--- config.mk ---
export PLATFORM = sky130hd
export DESIGN_NAME = trig_line_gen
export DESIGN_NICKNAME = d
export VERILOG_FILES = /design/src/rtl/trig_gen_pkg.sv /design/src/rtl/trig_cmd_decode.sv /design/src/rtl/trig_line.sv /design/src/rtl/trig_interval_timer.sv /design/src/rtl/trig_line_gen.sv
export SDC_FILE = /design/constraint.sdc
export NUM_CORES = 1
export LEC_CHECK = 0
export BUFFER_PORTS_ARGS = -buffer_cell sky130_fd_sc_hd__buf_2
export CORE_MARGIN = 8
export CORE_UTILIZATION = 40
export DETAILED_ROUTE_END_ITERATION = 8
export PLACE_DENSITY_LB_ADDON = 0.1
export SYNTH_ARGS = -nofsm -noshare
export SYNTH_HDL_FRONTEND = slang
export SYNTH_SLANG_ARGS = --single-unit
--- constraint.sdc ---
create_clock -name clk -period 4.02 [get_ports clk]
set_input_delay 0.402 -clock clk [delete_from_list [all_inputs] [get_ports clk]]
set_output_delay 0.402 -clock clk [all_outputs]
set_load 0.005 [all_outputs]
--- src/rtl/trig_gen_pkg.sv ---
package trig_gen_pkg;
    typedef enum logic [1:0] {
        ACT_RAISE = 2'b00,
        ACT_LOWER = 2'b01,
        ACT_PULSE = 2'b10,
        ACT_NONE  = 2'b11
    } trig_act_e;

    localparam logic [1:0] ADR_CMD = 2'd0;
    localparam logic [1:0] ADR_SEL = 2'd1;
    localparam logic [1:0] ADR_TMR = 2'd2;

    localparam logic [3:0] SEL_IVL_LO = 4'b0000;
    localparam logic [3:0] SEL_IVL_HI = 4'b0001;
    localparam logic [3:0] SEL_CTRL   = 4'b1000;

    localparam int CTRL_EN_BIT = 15;
endpackage

--- src/rtl/trig_cmd_decode.sv ---
module trig_cmd_decode
    import trig_gen_pkg::*;
#(
    parameter int NL = 10
) (
    input  logic          clk,
    input  logic          rst_n,
    input  logic          cmd_we,
    input  logic [15:0]   cmd_data,
    output logic [NL-1:0] raise_m,
    output logic [NL-1:0] lower_m,
    output logic [NL-1:0] pulse_m
);
    trig_act_e act;

    always_comb begin
        act     = trig_act_e'(cmd_data[15:14]);
        raise_m = '0;
        lower_m = '0;
        pulse_m = '0;
        if (cmd_we) begin
            case (act)
                ACT_RAISE: raise_m = cmd_data[NL-1:0];
                ACT_LOWER: lower_m = cmd_data[NL-1:0];
                ACT_PULSE: pulse_m = cmd_data[NL-1:0];
                default:   ;
            endcase
        end
    end

    // the reserved action produces no strobe at all
    a_r3_reserved_idle: assert property (@(posedge clk) disable iff (!rst_n)
        (cmd_we && cmd_data[15:14] == 2'b11) |-> (raise_m == '0 && lower_m == '0 && pulse_m == '0));

    // raise and lower never hit the same line together
    a_r1_excl: assert property (@(posedge clk) disable iff (!rst_n)
        (raise_m & lower_m) == '0);
endmodule

--- src/rtl/trig_line.sv ---
module trig_line #(
    parameter int PULSE_TICKS = 15
) (
    input  logic clk,
    input  logic rst_n,
    input  logic tick,
    input  logic raise,
    input  logic lower,
    input  logic pulse,
    output logic line_out
);
    localparam int CW = $clog2(PULSE_TICKS + 1);

    typedef struct packed {
        logic          level;
        logic [CW-1:0] cnt;
    } line_st_t;

    line_st_t st_d, st_q;

    always_comb begin
        st_d = st_q;
        if (raise)
            st_d.level = 1'b1;
        else if (lower)
            st_d.level = 1'b0;
        if (pulse)
            st_d.cnt = CW'(PULSE_TICKS);
        else if (tick && st_q.cnt != '0)
            st_d.cnt = st_q.cnt - CW'(1);
    end

    always_ff @(posedge clk or negedge rst_n) begin
        if (!rst_n)
            st_q <= '0;
        else
            st_q <= st_d;
    end

    assign line_out = st_q.level | (st_q.cnt != '0);

    // the held level moves only on a raise or lower strobe
    a_r2_level_hold: assert property (@(posedge clk) disable iff (!rst_n)
        (!raise && !lower) |=> $stable(st_q.level));

    // a pulse strobe always starts a full-width count
    a_r5_restart: assert property (@(posedge clk) disable iff (!rst_n)
        pulse |=> (st_q.cnt == CW'(PULSE_TICKS)));

    // the width counter steps down by one on each tick
    a_r4_step: assert property (@(posedge clk) disable iff (!rst_n)
        (tick && !pulse && st_q.cnt != '0) |=> (st_q.cnt == $past(st_q.cnt) - CW'(1)));
endmodule

--- src/rtl/trig_interval_timer.sv ---
module trig_interval_timer
    import trig_gen_pkg::*;
#(
    parameter int NL           = 10,
    parameter int TMR_W        = 32,
    parameter int MIN_INTERVAL = 20
) (
    input  logic          clk,
    input  logic          rst_n,
    input  logic          tick,
    input  logic          tmr_we,
    input  logic [3:0]    sel,
    input  logic [15:0]   wr_data,
    output logic [15:0]   rd_data,
    output logic [NL-1:0] fire_m
);
    localparam int HALF = TMR_W / 2;

    typedef struct packed {
        logic [HALF-1:0]  ivl_lo;
        logic [HALF-1:0]  ivl_hi;
        logic             en;
        logic [NL-1:0]    mask;
        logic [TMR_W-1:0] cnt;
    } tmr_st_t;

    tmr_st_t st_d, st_q;
    logic [TMR_W-1:0] ivl, eff;
    logic expire;

    always_comb begin
        ivl = {st_q.ivl_hi, st_q.ivl_lo};
        eff = (ivl < TMR_W'(MIN_INTERVAL)) ? TMR_W'(MIN_INTERVAL) : ivl;
    end

    always_comb begin
        st_d   = st_q;
        expire = 1'b0;
        if (st_q.en && tick) begin
            if (st_q.cnt <= TMR_W'(1)) begin
                expire   = 1'b1;
                st_d.cnt = eff;
            end else begin
                st_d.cnt = st_q.cnt - TMR_W'(1);
            end
        end
        if (tmr_we) begin
            case (sel)
                SEL_IVL_LO: st_d.ivl_lo = wr_data[HALF-1:0];
                SEL_IVL_HI: st_d.ivl_hi = wr_data[HALF-1:0];
                SEL_CTRL: begin
                    st_d.en   = wr_data[CTRL_EN_BIT];
                    st_d.mask = wr_data[NL-1:0];
                    if (wr_data[CTRL_EN_BIT] && !st_q.en)
                        st_d.cnt = eff;
                end
                default: ;
            endcase
        end
    end

    always_ff @(posedge clk or negedge rst_n) begin
        if (!rst_n)
            st_q <= '0;
        else
            st_q <= st_d;
    end

    assign fire_m = expire ? st_q.mask : '0;

    always_comb begin
        rd_data = '0;
        case (sel)
            SEL_IVL_LO: rd_data[HALF-1:0] = st_q.ivl_lo;
            SEL_IVL_HI: rd_data[HALF-1:0] = st_q.ivl_hi;
            SEL_CTRL: begin
                rd_data[CTRL_EN_BIT] = st_q.en;
                rd_data[NL-1:0]      = st_q.mask;
            end
            default: ;
        endcase
    end

    // a running counter never holds zero
    a_r9_nonzero: assert property (@(posedge clk) disable iff (!rst_n)
        st_q.en |-> (st_q.cnt != '0));

    // an expiry reloads the counter with the raised interval
    a_r8_reload: assert property (@(posedge clk) disable iff (!rst_n)
        (expire && !tmr_we) |=> (st_q.cnt == $past(eff)));

    // a stopped timer fires nothing
    a_r10_quiet: assert property (@(posedge clk) disable iff (!rst_n)
        (!st_q.en) |-> (fire_m == '0));
endmodule

--- src/rtl/trig_line_gen.sv ---
module trig_line_gen
    import trig_gen_pkg::*;
#(
    parameter int NUM_TTL      = 8,
    parameter int NUM_ECL      = 2,
    parameter int PULSE_TICKS  = 15,
    parameter int TMR_W        = 32,
    parameter int MIN_INTERVAL = 20
) (
    input  logic               clk,
    input  logic               rst_n,
    input  logic               tick,
    input  logic               wr_en,
    input  logic [1:0]         wr_addr,
    input  logic [15:0]        wr_data,
    input  logic [1:0]         rd_addr,
    output logic [15:0]        rd_data,
    output logic [NUM_TTL-1:0] trig_ttl,
    output logic [NUM_ECL-1:0] trig_ecl
);
    localparam int NL = NUM_TTL + NUM_ECL;

    typedef struct packed {
        logic [3:0] sel;
    } top_st_t;

    top_st_t st_d, st_q;
    logic [NL-1:0] raise_m, lower_m, pulse_m, fire_m, lines;
    logic [15:0]   tmr_rd;
    logic          cmd_we, tmr_we;

    always_comb begin
        cmd_we = wr_en && (wr_addr == ADR_CMD);
        tmr_we = wr_en && (wr_addr == ADR_TMR);
        st_d   = st_q;
        if (wr_en && wr_addr == ADR_SEL)
            st_d.sel = wr_data[3:0];
    end

    always_ff @(posedge clk or negedge rst_n) begin
        if (!rst_n)
            st_q <= '0;
        else
            st_q <= st_d;
    end

    trig_cmd_decode #(.NL(NL)) u_dec (
        .clk(clk), .rst_n(rst_n), .cmd_we(cmd_we), .cmd_data(wr_data),
        .raise_m(raise_m), .lower_m(lower_m), .pulse_m(pulse_m)
    );

    trig_interval_timer #(.NL(NL), .TMR_W(TMR_W), .MIN_INTERVAL(MIN_INTERVAL)) u_tmr (
        .clk(clk), .rst_n(rst_n), .tick(tick), .tmr_we(tmr_we), .sel(st_q.sel),
        .wr_data(wr_data), .rd_data(tmr_rd), .fire_m(fire_m)
    );

    for (genvar i = 0; i < NL; i++) begin : g_line
        trig_line #(.PULSE_TICKS(PULSE_TICKS)) u_line (
            .clk(clk), .rst_n(rst_n), .tick(tick),
            .raise(raise_m[i]), .lower(lower_m[i]),
            .pulse(pulse_m[i] | fire_m[i]), .line_out(lines[i])
        );
    end

    assign trig_ttl = lines[NUM_TTL-1:0];
    assign trig_ecl = lines[NL-1:NUM_TTL];

    always_comb begin
        case (rd_addr)
            ADR_SEL: rd_data = {12'b0, st_q.sel};
            ADR_TMR: rd_data = tmr_rd;
            default: rd_data = '0;
        endcase
    end

    // the select register changes only on a write to its own address
    a_r7_sel_hold: assert property (@(posedge clk) disable iff (!rst_n)
        !(wr_en && wr_addr == ADR_SEL) |=> $stable(st_q.sel));
endmodule

# Word-level counts from Yosys, hierarchy flattened

Cells that the tools add are included.

Register bits after elaboration: 129
Latch bits: 0
Memory bits (writable): 0
ROM bits: 0
Input port bits: 24
Output and inout port bits: 26
Logic and storage cells: 178
Memories kept: 0

Add/subtract/negate cells: 11
$mul: 0
Div/mod/pow operators: 0
$lt $le $gt $ge: 2
Eq/ne operators: 8
Shift operators: 0
Muxes and demuxes: 59
Bitwise operators: 20
Reductions and logical operators: 52

Operators with widths:

| cell                                                                   | count |
|---|---|
| 32-bit two-way mux                                                     | 6 |
| 4-bit two-way mux                                                      | 20 |
| 10-bit two-way mux                                                     | 7 |
| 2-bit nonzero test                                                     | 20 |
| 4-bit nonzero test                                                     | 10 |
| 4-bit by 1-bit subtractor with 4-bit output, second input constant     | 10 |
| 32-bit by 1-bit <= comparator with 1-bit output, second input constant | 1 |
| 32-bit by 5-bit < comparator with 1-bit output, second input constant  | 1 |
| 16-bit one-hot mux with 2 select lines                                 | 1 |
| 32-bit by 1-bit subtractor with 32-bit output, second input constant   | 1 |
| 10-bit one-hot mux with 3 select lines                                 | 1 |
| 1-bit two-way mux                                                      | 22 |
| 1-bit bitwise OR                                                       | 20 |
| 1-bit logical AND                                                      | 15 |
| 5-bit one-hot mux with 2 select lines                                  | 1 |
| 2-bit by 1-bit equality test with 1-bit output, second input constant  | 3 |
| 2-bit equality test, second input constant                             | 3 |
| 2-bit AND reduction                                                    | 3 |
| 4-bit by 1-bit equality test with 1-bit output, second input constant  | 1 |
| 4-bit equality test, second input constant                             | 1 |
| 2-bit zero test                                                        | 2 |
| 4-bit zero test                                                        | 1 |
| 1-bit one-hot mux with 3 select lines                                  | 1 |
| 1-bit zero test                                                        | 1 |

# Longest topological paths before layout

Depth in word-level cells: 7
Mapped depth: 8
Depth with buffers taken out: 7

# Hierarchy

From an unflattened synthesis, not the netlist that was laid out.

Cell total of the unflattened synthesis: 688
Area total of the unflattened synthesis: 7289.5 sq um

Modules (own cells, without submodules):

| module              | instances | cells an instance | area an instance (sq um) | seq. area each (sq um) |
|---|---|---|---|---|
| trig_interval_timer | 1         | 353               | 3907.5                   | 1876.8 |
| trig_line           | 10        | 25                | 261.5                    | 125.1 |
| trig_line_gen       | 1         | 46                | 416.6                    | 100.1 |
| trig_cmd_decode     | 1         | 39                | 350.3                    | 0.0 |

# Least setup slack after synthesis

Ideal clock, no wire load.

Path kind: reg2reg
Start point: register u_tmr.st_q[14] (netlist name)
End point: register u_tmr.st_q[0] (netlist name)
Arrival time: 2.219 ns
Required time: 3.892 ns
Setup slack: 1.673 ns
Cell stages (with the launch flop): 8
Clock period less this slack: 2.347 ns
Cells stage by stage: dfrtp_1 > or4_1 > clkbuf_1 > or3_1 > buf_2 > o31ai_4 > buf_2 > o21ai_0

RTL lines:

| element                | RTL line                  | source |
|---|---|---|
| start, declared        | trig_interval_timer.sv:27 | `tmr_st_t st_d, st_q;` |
| start signal, assigned | trig_interval_timer.sv:66 | `st_q <= st_d;` |

# Worst setup path after layout

Start point: register st_q[1] (netlist name)
End point: output rd_data[0]

Word-level cells in the longest chain between the ends: 3

Ends and longest elaborated chain:

| element                                     | RTL line                  | source |
|---|---|---|
| start, declared                             | trig_line_gen.sv:27       | `top_st_t st_d, st_q;` |
| start signal, assigned                      | trig_line_gen.sv:44       | `st_q <= st_d;` |
| 4-bit equality test (tied with other cells) | trig_interval_timer.sv:73 | `case (sel)` |
| 10-bit one-hot mux with 3 select lines *    | trig_interval_timer.sv:73 |  |
| 16-bit one-hot mux with 2 select lines *    | trig_line_gen.sv:69       | `case (rd_addr)` |
| end, declared                               | trig_line_gen.sv:17       | `output logic [15:0] rd_data,` |

Mark *: on every way between the ends. The rest lies on a longest branch, timed or not.

==> reports/metrics.sh <==
FINALWEIGHTEDCONGESTION=0.8159
CTS_ROOT_BUFFER='clkbuf_16'
CTS.REPAIR_TIMING.SETUP_BUFFER_COUNT=0
NETS=744
DIEAREA_UM2=21010
TRITONCTS.NUM_BUFFERS=17
NUMPLACEDINSTANCES=907
PWR_DENSITY_CELL_nW_PER_UM2=717.1
ROUTED_WIRE_LENGTH_PER_INSTANCE_UM=18.12
FINALPOWER_uW=5469
POWER.LEAKAGE_uW=0.003302
SYNTH_CELLS=665
NUMCLOCKSINKS=129
SETUP_REPAIR_AFTER_GLOBAL_ROUTING_MISSED_ITS_MARGIN='no'
SLEW-LIMIT-HEADROOM_PCT=27.68
YS_FF_LATCH=129
PRE_CTS_SLACK_PS=1313
NETLIST.AREA_LEADER.SHARE_PCT=48.54
SYNTH_TOP_AREA_CELL='dfrtp_1'
NUM_IO_PINS=50
SYNTH-EDFF-COUNT=0
CHIPWIDTH_UM=144.9
FIN_CELLS=937
FINALCRITICALPERIOD_PS=2749
CRITICAL_PATH_ARRIVAL_PS=2350
HOLD_VIOLATIONS=0
CPPEAKSTAGEDELAY_PS=630
ANTENNA_CELLS=0
FILL_CELLS=1554
PATH_DELAY_FAMILY='simple AND/OR/NAND/NOR gates'
SYNTH-MAIN-FF-CELL='dfrtp_1'
DR_TOTAL_VIAS=5140
GRT_START_MAX_NET_PINS=74
FIRST_PASS_ITERS=6
SYNTHESIS.YOSYS.WARNINGS=0
CRIT_PATH_MAX_FANOUT=16
WORST_SETUP_PATH_END_KIND='output pin'
SYNTH.NET_COUNT=703
PATH_CELLS='nor3_1 -> and2_1 -> a222oi_1 -> o21ai_0 -> buf_2'
NETLIST_TOP_CELLS_AREA='dfrtp_1, mux2_2, nand2_1'
SYN-CELL-AREA_UM2=6650
TIMING.CRITICAL_PATH.REQUIRED_PS=3620
DIE_H_UM=144.9
CLOCK_TREE_FROM_TRITONCTS='done'
TIGHTEST_SLEW_PS=1083
STATUS='completed'
LAYOUT_WORST_PATH_CYCLE_SHARE_PCT=68.38
GRT_OVERFLOW=0
MAX-CLOCK-PATH-BUFFERS=2
H-TREE-DEPTH=4
YS_TYPES=44
MAX_VDD_DROP_uV=313.2
GRT_PASS1_VIAS=5202
ROWS=47
SYNTH_ASYNC_SR_FLOP_SHARE_PCT=100.0
CLK_PIN_SLEW_PS=60
POSTROUTEWIRELENGTH_UM=16980
FLOORPLAN.INITIALDENSITY_PCT=40.53
CRIT_BUF_INV=1
FLOW.AREA_GROWTH_FROM_SYNTHESIS_PCT=14.69
FIN_SETUP_TNS_PS=0
SYNTH.YOSYS.SEQ_AREA_SHARE_PCT=48.54
FMAXACHIEVABLE_MHz=363.8
POST_SYN_AREA_PER_CELL_UM2=10.00
GRTUSAGETOTAL_PCT=16.60
CRIT_SLOWEST_CELL='and2_1'
VIA_PER_INST=5.486
FIN_SKEW_PS=7.195
DRIVE_GT1_SHARE_PCT=19.11
MAXCAPVIOLATIONS=0
WORST_HOLD_PATH_TYPE='in2async'
CRITPATHKIND='reg2out'
NUMPORTBUFFERS=49
CORE_AREA_UM2=16410
DP.FINAL_HPWL_UM=12000
GRT_FIRST_PASS_WIRELENGTH_UM=27980
FIRST_ITER_VIOLATIONS=419
ANTENNA_FOUND_INITIAL=0
CELLS_RESIZED_BY_POST_CTS_REPAIR=0
CLOCK_INSERTION_DELAY_AT_THE_LATER_PIN_OF_THE_SKEW_REPORT_PS=420
POSTLAYOUTSETUPSLACKWORST_PS=1271
SETUP_VIOL_COUNT_FINAL=0
HOLDBUFCOUNTCTS=0
POSTROUTEANTENNANETS=0
FINAL_MAX_SLEW_VIOL_COUNT=0
DETAIL_ROUTE.DRC_VIOLATIONS=0
STARTPOINT_TYPE='flip-flop'
[kinds of logic after synthesis]
| group | Yosys count | synth area share [%] |
|---|---|---|
| compound gates | 101 | 10.22 |
| xor+xnor | 49 | 6.453 |
| fa+ha+maj | 14 | 2.634 |
| buf+inv | 71 | 4.722 |
| flops | 129 | 48.54 |
| mux | 46 | 7.771 |
| simple gates | 255 | 19.66 |
[stage by stage]
step | hold slack (ps) | area, µm² | util [%]
after floorplan | 106.4 | 6650 | -
after CTS | 185.4 | 7627 | 46.49
after global placement | 468.2 | 7079 | 43.15
after detailed placement | 469.1 | 7079 | 43.15
after global routing | 227.0 | 7627 | 46.49
final | 153.6 | 7627 | 46.49
[cell usage in the layout, fill, tap and decap left out, types with 3 or more instances in the layout]
cell,count
clkinv_4,3
nand4b_1,14
nand2_1,109
a31oi_1,3
nor2b_1,3
o31ai_1,10
mux2_2,45
inv_1,36
nor3_1,12
ha_1,14
clkinvlp_4,3
xor2_1,23
nand3b_1,5
and2_1,3
nor4_1,21
a222oi_1,11
o21ai_1,16
clkbuf_1,3
nand4_1,7
nand3_1,24
xnor2_1,26
a22oi_1,15
nor2_1,24
or4_1,12
buf_4,8
clkbuf_16,17
o211ai_1,10
dfrtp_1,129
buf_2,48
or3_1,6
o21ai_0,31
[cell usage after synthesis, types with 6 or more instances]
| library cell | n |
|---|---|
| dfrtp_1 | 129 |
| nand2_1 | 109 |
| mux2_2 | 45 |
| inv_1 | 36 |
| o21ai_0 | 31 |
| xnor2_1 | 26 |
| nand3_1 | 24 |
| nor2_1 | 24 |
| xor2_1 | 23 |
| nor4_1 | 22 |
| o21ai_1 | 16 |
| a22oi_1 | 15 |
| clkbuf_1 | 15 |
| ha_1 | 14 |
| nand4b_1 | 14 |
| nor3_1 | 12 |
| or4_1 | 12 |
| a222oi_1 | 11 |
| buf_4 | 10 |
| o211ai_1 | 10 |
| o31ai_1 | 10 |
| buf_2 | 8 |
| nand4_1 | 7 |
| or3_1 | 6 |
[report_power, final]
part,switching [µW],internal (µW)
registers,555,1820
logic,872,774
clock network,572,876
total,2000,3470
[worst paths after layout]
check	startpoint	endpoint	slack, ps	cells after the start
hold reg to reg	g_line[9].u_line.st_q[4]	g_line[9].u_line.st_q[4]	470	2
max in group asynchronous	rst_n	u_tmr.st_q[0]	3030	2
min in group clk	wr_data[12]	u_tmr.ivl[28]	230	2
hold / removal	rst_n	g_line[5].u_line.st_q[2]	150	1
setup / recovery	st_q[1]	rd_data[0]	1270	5
setup reg to reg	u_tmr.st_q[10]	u_tmr.st_q[28]	1360	5
[sequential cells by signal, indices dropped and copies added (netlist names)]
| register | count |
|---|---|
| u_tmr.ivl | 32 |
| st_q | 4 |
| g_line.u_line.st_q | 50 |
| u_tmr.st_q | 43 |
[cell type report]
cell class	instances	area [µm²]	area share (%)
Sequential cell	129	3228	42.32
Tap cell	220	275.3	3.609
Clock buffer	22	464.2	6.086
Inverter	36	135.1	1.772
Clock inverter	8	83.83	1.099
Multi-Input combinational cell	465	3120	40.91
Timing Repair Buffer	57	320.3	4.199
[metal layers]
metal / routed length [µm] / GRT usage, % / up-vias / part of all wire (%)
li1: - / - / 2457 / -
met1: 8103 / 22.04 / 2552 / 48
met2: 7929 / 26.40 / 110 / 47
met3: 702 / 3.420 / 21 / 4.1
met4: 244 / 5.681 / 0 / 1.4
met5: 0 / 0 / - / 0
(Power assumes the default switching activity.)
